--- config.mk ---
export PLATFORM = sky130hd
export DESIGN_NAME = ds_char_tx
export DESIGN_NICKNAME = d
export VERILOG_FILES = /design/src/rtl/ds_tx_pkg.sv /design/src/rtl/ds_fct_sync.sv /design/src/rtl/ds_credit_ctr.sv /design/src/rtl/ds_line_drv.sv /design/src/rtl/ds_char_tx.sv
export SDC_FILE = /design/constraint.sdc
export NUM_CORES = 1
export LEC_CHECK = 0
export BUFFER_PORTS_ARGS = -buffer_cell sky130_fd_sc_hd__buf_2
export CAP_MARGIN = 5
export CORE_MARGIN = 2
export CORE_UTILIZATION = 39
export CTS_BUF_LIST = sky130_fd_sc_hd__clkbuf_16
export CTS_CLUSTER_DIAMETER = 60
export DETAILED_ROUTE_END_ITERATION = 10
export PLACE_DENSITY = 0.56
export SLEW_MARGIN = 30
export SYNTH_ARGS = -nofsm -noshare
export SYNTH_HDL_FRONTEND = slang
export SYNTH_SLANG_ARGS = --single-unit
--- constraint.sdc ---
create_clock -name clk -period 5.7 [get_ports clk]
set_input_delay 0.57 -clock clk [delete_from_list [all_inputs] [get_ports clk]]
set_output_delay 0.57 -clock clk [all_outputs]
set_load 0.01 [all_outputs]
--- src/rtl/ds_tx_pkg.sv ---
package ds_tx_pkg;

    typedef enum logic [1:0] {
        CC_FCT = 2'd0,
        CC_EOP = 2'd1,
        CC_EEP = 2'd2,
        CC_ESC = 2'd3
    } ctrl_code_t;

    typedef enum logic {
        ST_IDLE = 1'b0,
        ST_SEND = 1'b1
    } tx_state_t;

    typedef enum logic [2:0] {
        PICK_NONE,
        PICK_TIME,
        PICK_FCT,
        PICK_DATA,
        PICK_NULL
    } pick_t;

    localparam int CTRL_LEN = 4;
    localparam int DATA_LEN = 10;

    // control character, bit 0 leaves first: parity, flag=1, code lsb, code msb
    function automatic logic [3:0] ctrl_char(input logic prev_x, input ctrl_code_t code);
        logic [1:0] c;
        c = code;
        return {c[1], c[0], 1'b1, prev_x};
    endfunction

    // data character, bit 0 leaves first: parity, flag=0, payload lsb..msb
    function automatic logic [9:0] data_char(input logic prev_x, input logic [7:0] val);
        return {val, 1'b0, ~prev_x};
    endfunction

endpackage

--- src/rtl/ds_fct_sync.sv ---
module ds_fct_sync (
    input  logic clk,
    input  logic rst_n,
    input  logic req_async,
    output logic ack,
    output logic evt
);
    logic s1_q, s2_q, s3_q;

    always_ff @(posedge clk) begin
        if (!rst_n) begin
            s1_q <= 1'b0;
            s2_q <= 1'b0;
            s3_q <= 1'b0;
        end else begin
            s1_q <= req_async;
            s2_q <= s1_q;
            s3_q <= s2_q;
        end
    end

    assign ack = s2_q;
    assign evt = s2_q & ~s3_q;

    // acknowledge rises only after the request was seen two clocks earlier
    a_r10_ack_delay: assert property (@(posedge clk) disable iff (!rst_n)
        $rose(ack) |-> $past(req_async, 2));

endmodule

--- src/rtl/ds_credit_ctr.sv ---
module ds_credit_ctr #(
    parameter int STEP = 8,
    parameter int MAX  = 56
) (
    input  logic                            clk,
    input  logic                            rst_n,
    input  logic                            add,
    input  logic                            take,
    output logic [$clog2(MAX+STEP+1)-1:0]   credit,
    output logic                            err
);
    localparam int CW = $clog2(MAX + STEP + 1);

    logic [CW:0] base;
    logic [CW:0] sum;

    always_comb begin
        base = {1'b0, credit} - {{CW{1'b0}}, take};
        sum  = base + (CW+1)'(STEP);
    end

    always_ff @(posedge clk) begin
        if (!rst_n) begin
            credit <= '0;
            err    <= 1'b0;
        end else if (add && (sum > (CW+1)'(MAX))) begin
            credit <= base[CW-1:0];
            err    <= 1'b1;
        end else if (add) begin
            credit <= sum[CW-1:0];
        end else begin
            credit <= base[CW-1:0];
        end
    end

    // the balance never passes its ceiling
    a_r11_credit_bound: assert property (@(posedge clk) disable iff (!rst_n)
        credit <= CW'(MAX));

endmodule

--- src/rtl/ds_line_drv.sv ---
module ds_line_drv (
    input  logic clk,
    input  logic rst_n,
    input  logic emit,
    input  logic bit_in,
    output logic d_q,
    output logic s_q
);
    always_ff @(posedge clk) begin
        if (!rst_n) begin
            d_q <= 1'b0;
            s_q <= 1'b0;
        end else if (emit) begin
            d_q <= bit_in;
            if (bit_in == d_q) begin
                s_q <= ~s_q;
            end
        end
    end

    // never both lines in one clock
    a_r2_one_toggle: assert property (@(posedge clk) disable iff (!rst_n)
        1'b1 |=> ($countones({d_q ^ $past(d_q), s_q ^ $past(s_q)}) <= 1));

endmodule

--- src/rtl/ds_char_tx.sv ---
module ds_char_tx
    import ds_tx_pkg::*;
#(
    parameter int CREDIT_STEP = 8,
    parameter int CREDIT_MAX  = 56
) (
    input  logic       clk,
    input  logic       rst_n,
    input  logic       en_null,
    input  logic       en_fct,
    input  logic       en_data,
    input  logic       en_time,
    input  logic       fifo_empty,
    input  logic [8:0] fifo_dout,
    output logic       fifo_rd,
    input  logic       tick_in,
    input  logic [5:0] time_in,
    input  logic [1:0] flags_in,
    input  logic       fct_send,
    input  logic       fct_req,
    output logic       fct_ack,
    output logic       d_out,
    output logic       s_out,
    output logic       credit_err
);
    localparam int CW  = $clog2(CREDIT_MAX + CREDIT_STEP + 1);
    localparam int SHW = CTRL_LEN + DATA_LEN;
    localparam int LW  = $clog2(SHW + 1);

    tx_state_t        state_q, state_nx;
    logic [SHW-1:0]   sh_q, sh_nx;
    logic [LW-1:0]    left_q, len_nx;
    logic             prev_q, prev_nx;
    logic             tc_pend_q, fct_pend_q, hold_v_q;
    logic [7:0]       tc_val_q;
    logic [8:0]       hold_q;
    logic [CW-1:0]    credit;
    logic             fct_evt;
    logic             choose, ld, take;
    pick_t            pick;
    logic [3:0]       esc_c, ctl_c, fct_c;
    logic [9:0]       dat_c;

    ds_fct_sync u_sync (
        .clk       (clk),
        .rst_n     (rst_n),
        .req_async (fct_req),
        .ack       (fct_ack),
        .evt       (fct_evt)
    );

    ds_credit_ctr #(.STEP(CREDIT_STEP), .MAX(CREDIT_MAX)) u_credit (
        .clk    (clk),
        .rst_n  (rst_n),
        .add    (fct_evt),
        .take   (take),
        .credit (credit),
        .err    (credit_err)
    );

    ds_line_drv u_line (
        .clk    (clk),
        .rst_n  (rst_n),
        .emit   (state_q == ST_SEND),
        .bit_in (sh_q[0]),
        .d_q    (d_out),
        .s_q    (s_out)
    );

    assign fifo_rd = !hold_v_q && !fifo_empty;

    // state register
    always_ff @(posedge clk) begin
        if (!rst_n) state_q <= ST_IDLE;
        else        state_q <= state_nx;
    end

    // selection, character building and next state
    always_comb begin
        choose  = (state_q == ST_IDLE) || (left_q == LW'(1));
        pick    = PICK_NONE;
        if (choose) begin
            if (tc_pend_q && en_time)                          pick = PICK_TIME;
            else if (fct_pend_q && en_fct)                     pick = PICK_FCT;
            else if (hold_v_q && en_data && credit != '0)      pick = PICK_DATA;
            else if (en_null)                                  pick = PICK_NULL;
        end
        ld   = (pick != PICK_NONE);
        take = (pick == PICK_DATA);

        esc_c = ctrl_char(prev_q, CC_ESC);
        fct_c = ctrl_char(prev_q, CC_FCT);
        ctl_c = ctrl_char(prev_q, hold_q[0] ? CC_EEP : CC_EOP);
        dat_c = data_char(prev_q, hold_q[7:0]);

        sh_nx   = '0;
        len_nx  = '0;
        prev_nx = prev_q;
        unique case (pick)
            PICK_TIME: begin
                sh_nx   = {data_char(1'b0, tc_val_q), esc_c};
                len_nx  = LW'(CTRL_LEN + DATA_LEN);
                prev_nx = ^tc_val_q;
            end
            PICK_FCT: begin
                sh_nx   = SHW'(fct_c);
                len_nx  = LW'(CTRL_LEN);
                prev_nx = 1'b0;
            end
            PICK_DATA: begin
                if (hold_q[8]) begin
                    sh_nx   = SHW'(ctl_c);
                    len_nx  = LW'(CTRL_LEN);
                    prev_nx = 1'b1;
                end else begin
                    sh_nx   = SHW'(dat_c);
                    len_nx  = LW'(DATA_LEN);
                    prev_nx = ^hold_q[7:0];
                end
            end
            PICK_NULL: begin
                sh_nx   = SHW'({ctrl_char(1'b0, CC_FCT), esc_c});
                len_nx  = LW'(2 * CTRL_LEN);
                prev_nx = 1'b0;
            end
            default: ;
        endcase

        unique case (state_q)
            ST_IDLE: state_nx = ld ? ST_SEND : ST_IDLE;
            ST_SEND: state_nx = (choose && !ld) ? ST_IDLE : ST_SEND;
            default: state_nx = ST_IDLE;
        endcase
    end

    // datapath registers
    always_ff @(posedge clk) begin
        if (!rst_n) begin
            sh_q       <= '0;
            left_q     <= '0;
            prev_q     <= 1'b0;
            tc_pend_q  <= 1'b0;
            tc_val_q   <= '0;
            fct_pend_q <= 1'b0;
            hold_v_q   <= 1'b0;
            hold_q     <= '0;
        end else begin
            if (ld) begin
                sh_q   <= sh_nx;
                left_q <= len_nx;
                prev_q <= prev_nx;
            end else if (state_q == ST_SEND) begin
                sh_q   <= sh_q >> 1;
                left_q <= left_q - LW'(1);
            end

            if (tick_in) begin
                tc_pend_q <= 1'b1;
                tc_val_q  <= {flags_in, time_in};
            end else if (pick == PICK_TIME) begin
                tc_pend_q <= 1'b0;
            end

            if (fct_send)                fct_pend_q <= 1'b1;
            else if (pick == PICK_FCT)   fct_pend_q <= 1'b0;

            if (fifo_rd) begin
                hold_v_q <= 1'b1;
                hold_q   <= fifo_dout;
            end else if (take) begin
                hold_v_q <= 1'b0;
            end
        end
    end

    // one credit leaves with each FIFO entry sent
    a_r9_take_costs_one: assert property (@(posedge clk) disable iff (!rst_n)
        (take && !fct_evt) |=> (credit == $past(credit) - CW'(1)));

    // a popped entry is held until it is sent
    a_r9_prefetch_held: assert property (@(posedge clk) disable iff (!rst_n)
        fifo_rd |=> hold_v_q);

    // the error appears only after an arriving FCT
    a_r11_err_on_add: assert property (@(posedge clk) disable iff (!rst_n)
        $rose(credit_err) |-> $past(fct_evt));

endmodule

# After elaboration in Yosys (flattened, before gate mapping)
# Index checks and enable logic that the tools add are counted.
dict set report op_classes {
  n_addsub 3
  multipliers 0
  n_div 0
  magnitude_cmp 1
  n_eq_ne 6
  shifts 0
  mux 27
  n_bitwise 5
  reduce_logical 23
}
# op count
set op_table {}
lappend op_table {{$pmux 14 s4} 1}
lappend op_table {{$mux 14} 2}
lappend op_table {{$pmux 4 s4} 1}
lappend op_table {{$reduce_xor 8->1} 2}
lappend op_table {{$mux 3} 5}
lappend op_table {{$mux 7} 2}
lappend op_table {{$mux 4} 3}
lappend op_table {{$mux 10} 1}
lappend op_table {{$mux 1} 9}
lappend op_table {{$add 8x4->8 const B} 1}
lappend op_table {{$gt 8x6->1 const B} 1}
lappend op_table {{$reduce_bool 2->1} 4}
lappend op_table {{$sub 7x1->8} 1}
lappend op_table {{$logic_and 1x1->1} 7}
lappend op_table {{$reduce_bool 7->1} 1}
lappend op_table {{$eq 3x2->1 const B} 2}
lappend op_table {{$reduce_bool 3->1} 2}
lappend op_table {{$eq 4x1->1 const B} 1}
lappend op_table {{$not 1->1} 4}
lappend op_table {{$reduce_and 2->1} 2}
lappend op_table {{$sub 4x1->4 const B} 1}
lappend op_table {{$eq 3x1->1 const B} 1}
lappend op_table {{$eq 3x3->1 const B} 1}
lappend op_table {{$logic_not 1->1} 3}
lappend op_table {{other kinds (7)} 7}
dict set report word_totals {
  regBits 53
  latchBits 0
  ram_bits 0
  mem_bits_ro 0
  out_inout_bits 5
  elab_cells 81
  n_memories 0
}

# Depth between registers and ports, before layout
dict set report depth {
  ltp_word 12
  mapped_depth 18
  depth_no_buf 18
}

# Hierarchy
# From an unflattened synthesis, not the netlist that was laid out.
dict set report hier_totals {
  hier_cells 314
  area_unflattened_um2 2753.9
}
# mod n_inst cells_per_inst area_per_inst_um2
set by_module_without_submodules {}
lappend by_module_without_submodules {ds_char_tx 1 237 2037.0}
lappend by_module_without_submodules {ds_credit_ctr 1 61 535.5}
lappend by_module_without_submodules {ds_fct_sync 1 7 92.6}
lappend by_module_without_submodules {ds_line_drv 1 9 88.8}

# Worst setup path before layout
# Ideal clock, no wire load.
dict set report synth_timing {
  path_kind {flip-flop to flip-flop}
  startpoint {register left_q[0]}
  endpoint {register u_credit.credit[3]}
  arrival_time_ps 3569
  slack_ps 2059
  stages_incl_launch_ff 17
  synth_period_minus_slack_ps 3641
  cell_sequence {dfxtp_1 > ha_1 > or3b_1 > a21oi_4 > nand2_1 > nor2_1 > ha_1 > ha_1 > nor3b_1 > xnor2_1 > inv_1 > ha_1 > a21oi_1 > o22ai_1 > nand3b_1 > nor4b_2 > mux2i_1}
}
dict set report synth_between {
  elab_chain_cells 9
  word_cells_on_any_way 10
  classes_between {2 x add/sub; 1 x order compare; 2 x eq/ne; 3 x mux; 2 x reduce/logical}
}
# item line
set synth_rtl {}
lappend synth_rtl {{start, declared} ds_char_tx.sv:32} ;# logic [LW-1:0] left_q, len_nx;
lappend synth_rtl {{start signal, assigned} ds_char_tx.sv:150} ;# left_q <= len_nx;
lappend synth_rtl {{start signal, assigned} ds_char_tx.sv:154} ;# left_q <= left_q - LW'(1);
lappend synth_rtl {{$eq 4x1->1 *} ds_char_tx.sv:80} ;# choose = (state_q == ST_IDLE) || (left_q == LW'(1));
lappend synth_rtl {{$logic_or 1x1->1 *} ds_char_tx.sv:80}
lappend synth_rtl {{$mux 3 *} ds_char_tx.sv:82} ;# if (choose) begin
lappend synth_rtl {{$eq 3x2->1 *} ds_char_tx.sv:89} ;# take = (pick == PICK_DATA);
lappend synth_rtl {{$sub 7x1->8 *} ds_credit_ctr.sv:18} ;# base = {1'b0, credit} - {{CW{1'b0}}, take};
lappend synth_rtl {{$add 8x4->8} ds_credit_ctr.sv:19} ;# sum = base + (CW+1)'(STEP);
lappend synth_rtl {{$gt 8x6->1} ds_credit_ctr.sv:26} ;# end else if (add && (sum > (CW+1)'(MAX))) begin
lappend synth_rtl {{$logic_and 1x1->1} ds_credit_ctr.sv:26}
lappend synth_rtl {{$mux 7 *} ds_credit_ctr.sv:26}
lappend synth_rtl {{end signal, assigned} ds_credit_ctr.sv:27} ;# credit <= base[CW-1:0];
lappend synth_rtl {{end signal, assigned} ds_credit_ctr.sv:30} ;# credit <= sum[CW-1:0];
lappend synth_rtl {{end signal, assigned} ds_credit_ctr.sv:32} ;# credit <= base[CW-1:0];
lappend synth_rtl {{end, declared} ds_credit_ctr.sv:9} ;# output logic [$clog2(MAX+STEP+1)-1:0] credit,
# Every way passes the cells marked *; elsewhere a longest branch is shown, timed or not.
# A chain may end at the register's enable or synchronous reset.

# Worst setup path after layout
# Same ends and word-level chain as after synthesis.

==> impl_results.md <==
- Status: finished, final reports clean
- Synthesized area: 0.00263 mm2
- DP HPWL: about 4.1 mm
- Antenna Cells: 0
- EDFF count, synth: 0
- Vias in the first global route: about 2.1k
- First-pass GRT wire length: between 9 and 10 mm
- Syn Nets: approximately 340
- Setup slack, reg-to-reg: 1.59 ns
- PostCTS Resize Cnt: 0
- Clk_skew: approximately 0.0045 ns
- Yosys warns: 0
- DR vias/cell: roughly 5.3
- Internal cell power: roughly 640 uW
- Layout net count: about 370
- Core footprint: roughly 0.0064 mm2
- Antenna Nets Post-Route: 0
- Max cap viols: 0
- DP Area: between 0.002 and 0.003 mm2
- Clock Power Share: between 30% and 40%
- Worst path depth: 16
- Rows: 29
- Crit path capture: u_credit.credit[3]$_SDFF_PN0_
- Die H: roughly 86 um
- Gpl congestion: between 0.8 and 0.9
- Vias: 2184
- Worst slew pin tran: 0.817 ns
- Overflow after GRT: 0
- Peak VDD IR: between 0.0001 and 0.00015 V
- Worst min-delay path class: reg -> reg
- Post-synthesis sequential area ratio: 40.3%
- Slew margin rel.: between 40% and 50%
- Worst-Skew Late Latency: slightly below 0.3 ns
- Worst Path Arrival: ~4.3 ns
- R2r startpoint: left_q[0]$_SDFFE_PN0P_
- Min Hold Slack: 0.436 ns
- Crit. End Element: register
- Final hold vios: 0
- IO Pins: 32
- Global Route Usage Sum: between 10% and 20%
- Peak Freq: approximately 240 MHz
- Width of the die: about 86 um
- RSZ-0062 raised after global routing: false
- Area Overhead vs Synth: 12.8%
- Psw: between 200 and 300 uW
- CTS tree: yes
- Logic pwr share: between 10% and 20%
- Longest Clk Path Bufs: 2
- DR WL/cell: approximately 14 um
- Period Utilization, post-route: between 70% and 80%
- Reg-to-reg critical path endpoint: u_credit.credit[3]$_SDFF_PN0_
- Die area: ~0.0074 mm2
- R2r worst-path depth: 16
- Initial DRC count: 93
- Worst Setup SP: left_q[0]$_SDFFE_PN0P_
- Final Instance Area: about 0.003 mm2
- CP Cell Sequence: ha_1, or3b_1, a21oi_4, nand2_1, nor2_1, ha_1, ha_1, nor3b_1, xnor2_1, inv_1, ha_1, a21oi_1, o22ai_1, nand3b_1, nor4b_2, mux2i_1
- Critical path buffers and inverters: 1
- Setup TNS: 0 ns
- Crit-path leading delay family: simple AND/OR/NAND/NOR gates
- Worst path most repeated cell: ha_1
- Crit-path max cell delay: around 0.44 ns
- Top_reg_cell synth: dfxtp_1
- # port buffers: 31
- Worst-path maximum fanout: 6
- Largest net degree at the start of global routing: 30
- Leakage Power: approximately 0.0012 uW
- Worst-path clk slew: 0.07 ns
- Final setup violation count: 0
- # DRC: 0
- Layout cells sized above 1: 15.5%
- CTS Root Cell: clkbuf_16
- Syn avg cell area: ~8.4 um2
- Post-layout minimum cycle time: between 4 and 5 ns
- Worst setup SP type: register
- Cells after Synth: between 300 and 400
- Clock Sinks: 53
- Starting density of the core: around two fifths
- H-tree Lvls: 2
- Post-synthesis cell type count: 50
- WP data required: slightly below 6 ns
- FFs w/ async S/R, synth: 0%
- Synth area leader: dfxtp_1
- Number of antenna violations at the first check in global routing: 0
- Slew Limit Fails: 0
- FF+latch count, synth: 53
- Num CTS Buffers: 5
- CTS Hold Bufs: 0
- Final WL: 5.66 mm
- CP Class: reg -> reg
- Sw Ratio: 28.2%
- Slowest stage cell on the critical path: nor4b_2
- Setup repair bufs after CTS: 0
- Share of the synthesized area in the top cell type: about two fifths
- Power Density: ~300 mW/mm2
- Seq pwr share: 49.0%
- TritonRoute pass-1 iters: 5
- Top cells by area, synth: dfxtp_1 40%, nand2_1 6.8%, mux2i_1 6.1%
## cells in the mapped netlist, types with 2 or more instances
cell and n:
o21ai_0 17, o22ai_1 3, a221oi_1 4, a211oi_1 11, nor2b_1 5, nor2_1 31
inv_1 12, mux2i_1 16, dfxtp_1 53, nor4_1 3, ha_1 5, nor3_2 2
xor2_1 7, clkbuf_1 14, and2_1 7, nor3_1 2, a21oi_1 20, o21a_1 2
a31oi_1 3, xnor2_1 18, nand2_1 48
## power groups by stage
stage	Sequential, uW	Combinational (uW)	Clock (uW)
6_report	435	162	291
5_1_grt	440	185	316
4_1_cts	435	164	300
3_5_place_dp	443	163	0
3_3_place_gp	442	162	0
2_1_floorplan	430	132	0
## area by class of cell
type | instances | area [um2]
flip-flops and latches | 53 | 1060
clock buffers | 5 | 125
well taps | 77 | 96.3
repair buffers | 32 | 163
fillers | 636 | 3450
clock inverters | 2 | 12.5
multi-input cells | 230 | 1460
inverters | 13 | 48.8
## logic make-up after synthesis
| family | share of synthesized area, % |
|---|---|
| buffers and inverters | 4.42 |
| muxes | 6.51 |
| DFF | 40.3 |
| xor gates and xnor gates | 8.32 |
| adders and majority gates | 2.38 |
| AOI/OAI and AO/OA | 17.8 |
| and+or+nand+nor | 20.3 |
## cell usage in the layout, fill, tap and decap left out, drive strengths merged, types with 2 or more instances in the layout
cell type  netlist  routed
o21ai           18      18
o21a             2       2
mux2i           16      16
xor2             7       7
a221oi           4       4
or3              2       2
and2             7       7
nor2b            5       5
clkinv           1       3
buf              2      32
a31oi            3       3
clkbuf          14       5
nor3             4       4
o22ai            3       3
inv             12      12
a21oi           22      22
or4              2       2
nand2           48      48
nor4             3       3
nor4b            2       2
nor2            31      31
ha               5       5
a211oi          11      11
nor3b            2       2
dfxtp           53      53
xnor2           18      18
## flip-flops by register name (all words and copies together) (netlist names), 4 cells and up
signal and count:
u_credit.credit 7, left_q 4, hold_q 9, sh_q 14
tc_val_q 8
## worst min path at each step
stage,from,to,slack [ns],depth (start not counted)
after floorplan,u_sync.s1_q$_SDFF_PN0_,u_sync.ack$_SDFF_PN0_,0.41,1
after global placement,u_sync.s1_q$_SDFF_PN0_,u_sync.ack$_SDFF_PN0_,0.41,1
after detailed placement,u_sync.s1_q$_SDFF_PN0_,u_sync.ack$_SDFF_PN0_,0.42,1
after CTS,u_sync.s1_q$_SDFF_PN0_,u_sync.ack$_SDFF_PN0_,0.44,1
after global routing,u_sync.s1_q$_SDFF_PN0_,u_sync.ack$_SDFF_PN0_,0.46,1
final,u_sync.s1_q$_SDFF_PN0_,u_sync.ack$_SDFF_PN0_,0.44,1
## routing by layer
layer  track usage, %  routed length [um]  up-vias
met1             22.8                2750     1015
met5                0                   0        -
li1                 -                   -     1118
met2             26.9                2620       46
met3             2.89                 220        5
met4             5.63                  75        0
## stage by stage
step / setup WS, ns / total power [uW] / cells / util [%]
6_report: 1.59 / 888 / 412 / 46.2
3_5_place_dp: 1.65 / 606 / 405 / 44.1
4_1_cts: 1.59 / 899 / 412 / 46.2
3_3_place_gp: 1.77 / 604 / 405 / 44.0
2_1_floorplan: 2.06 / 562 / 312 / -
5_1_grt: 1.06 / 941 / 412 / 46.2
Power figures use the tool's default switching activity.
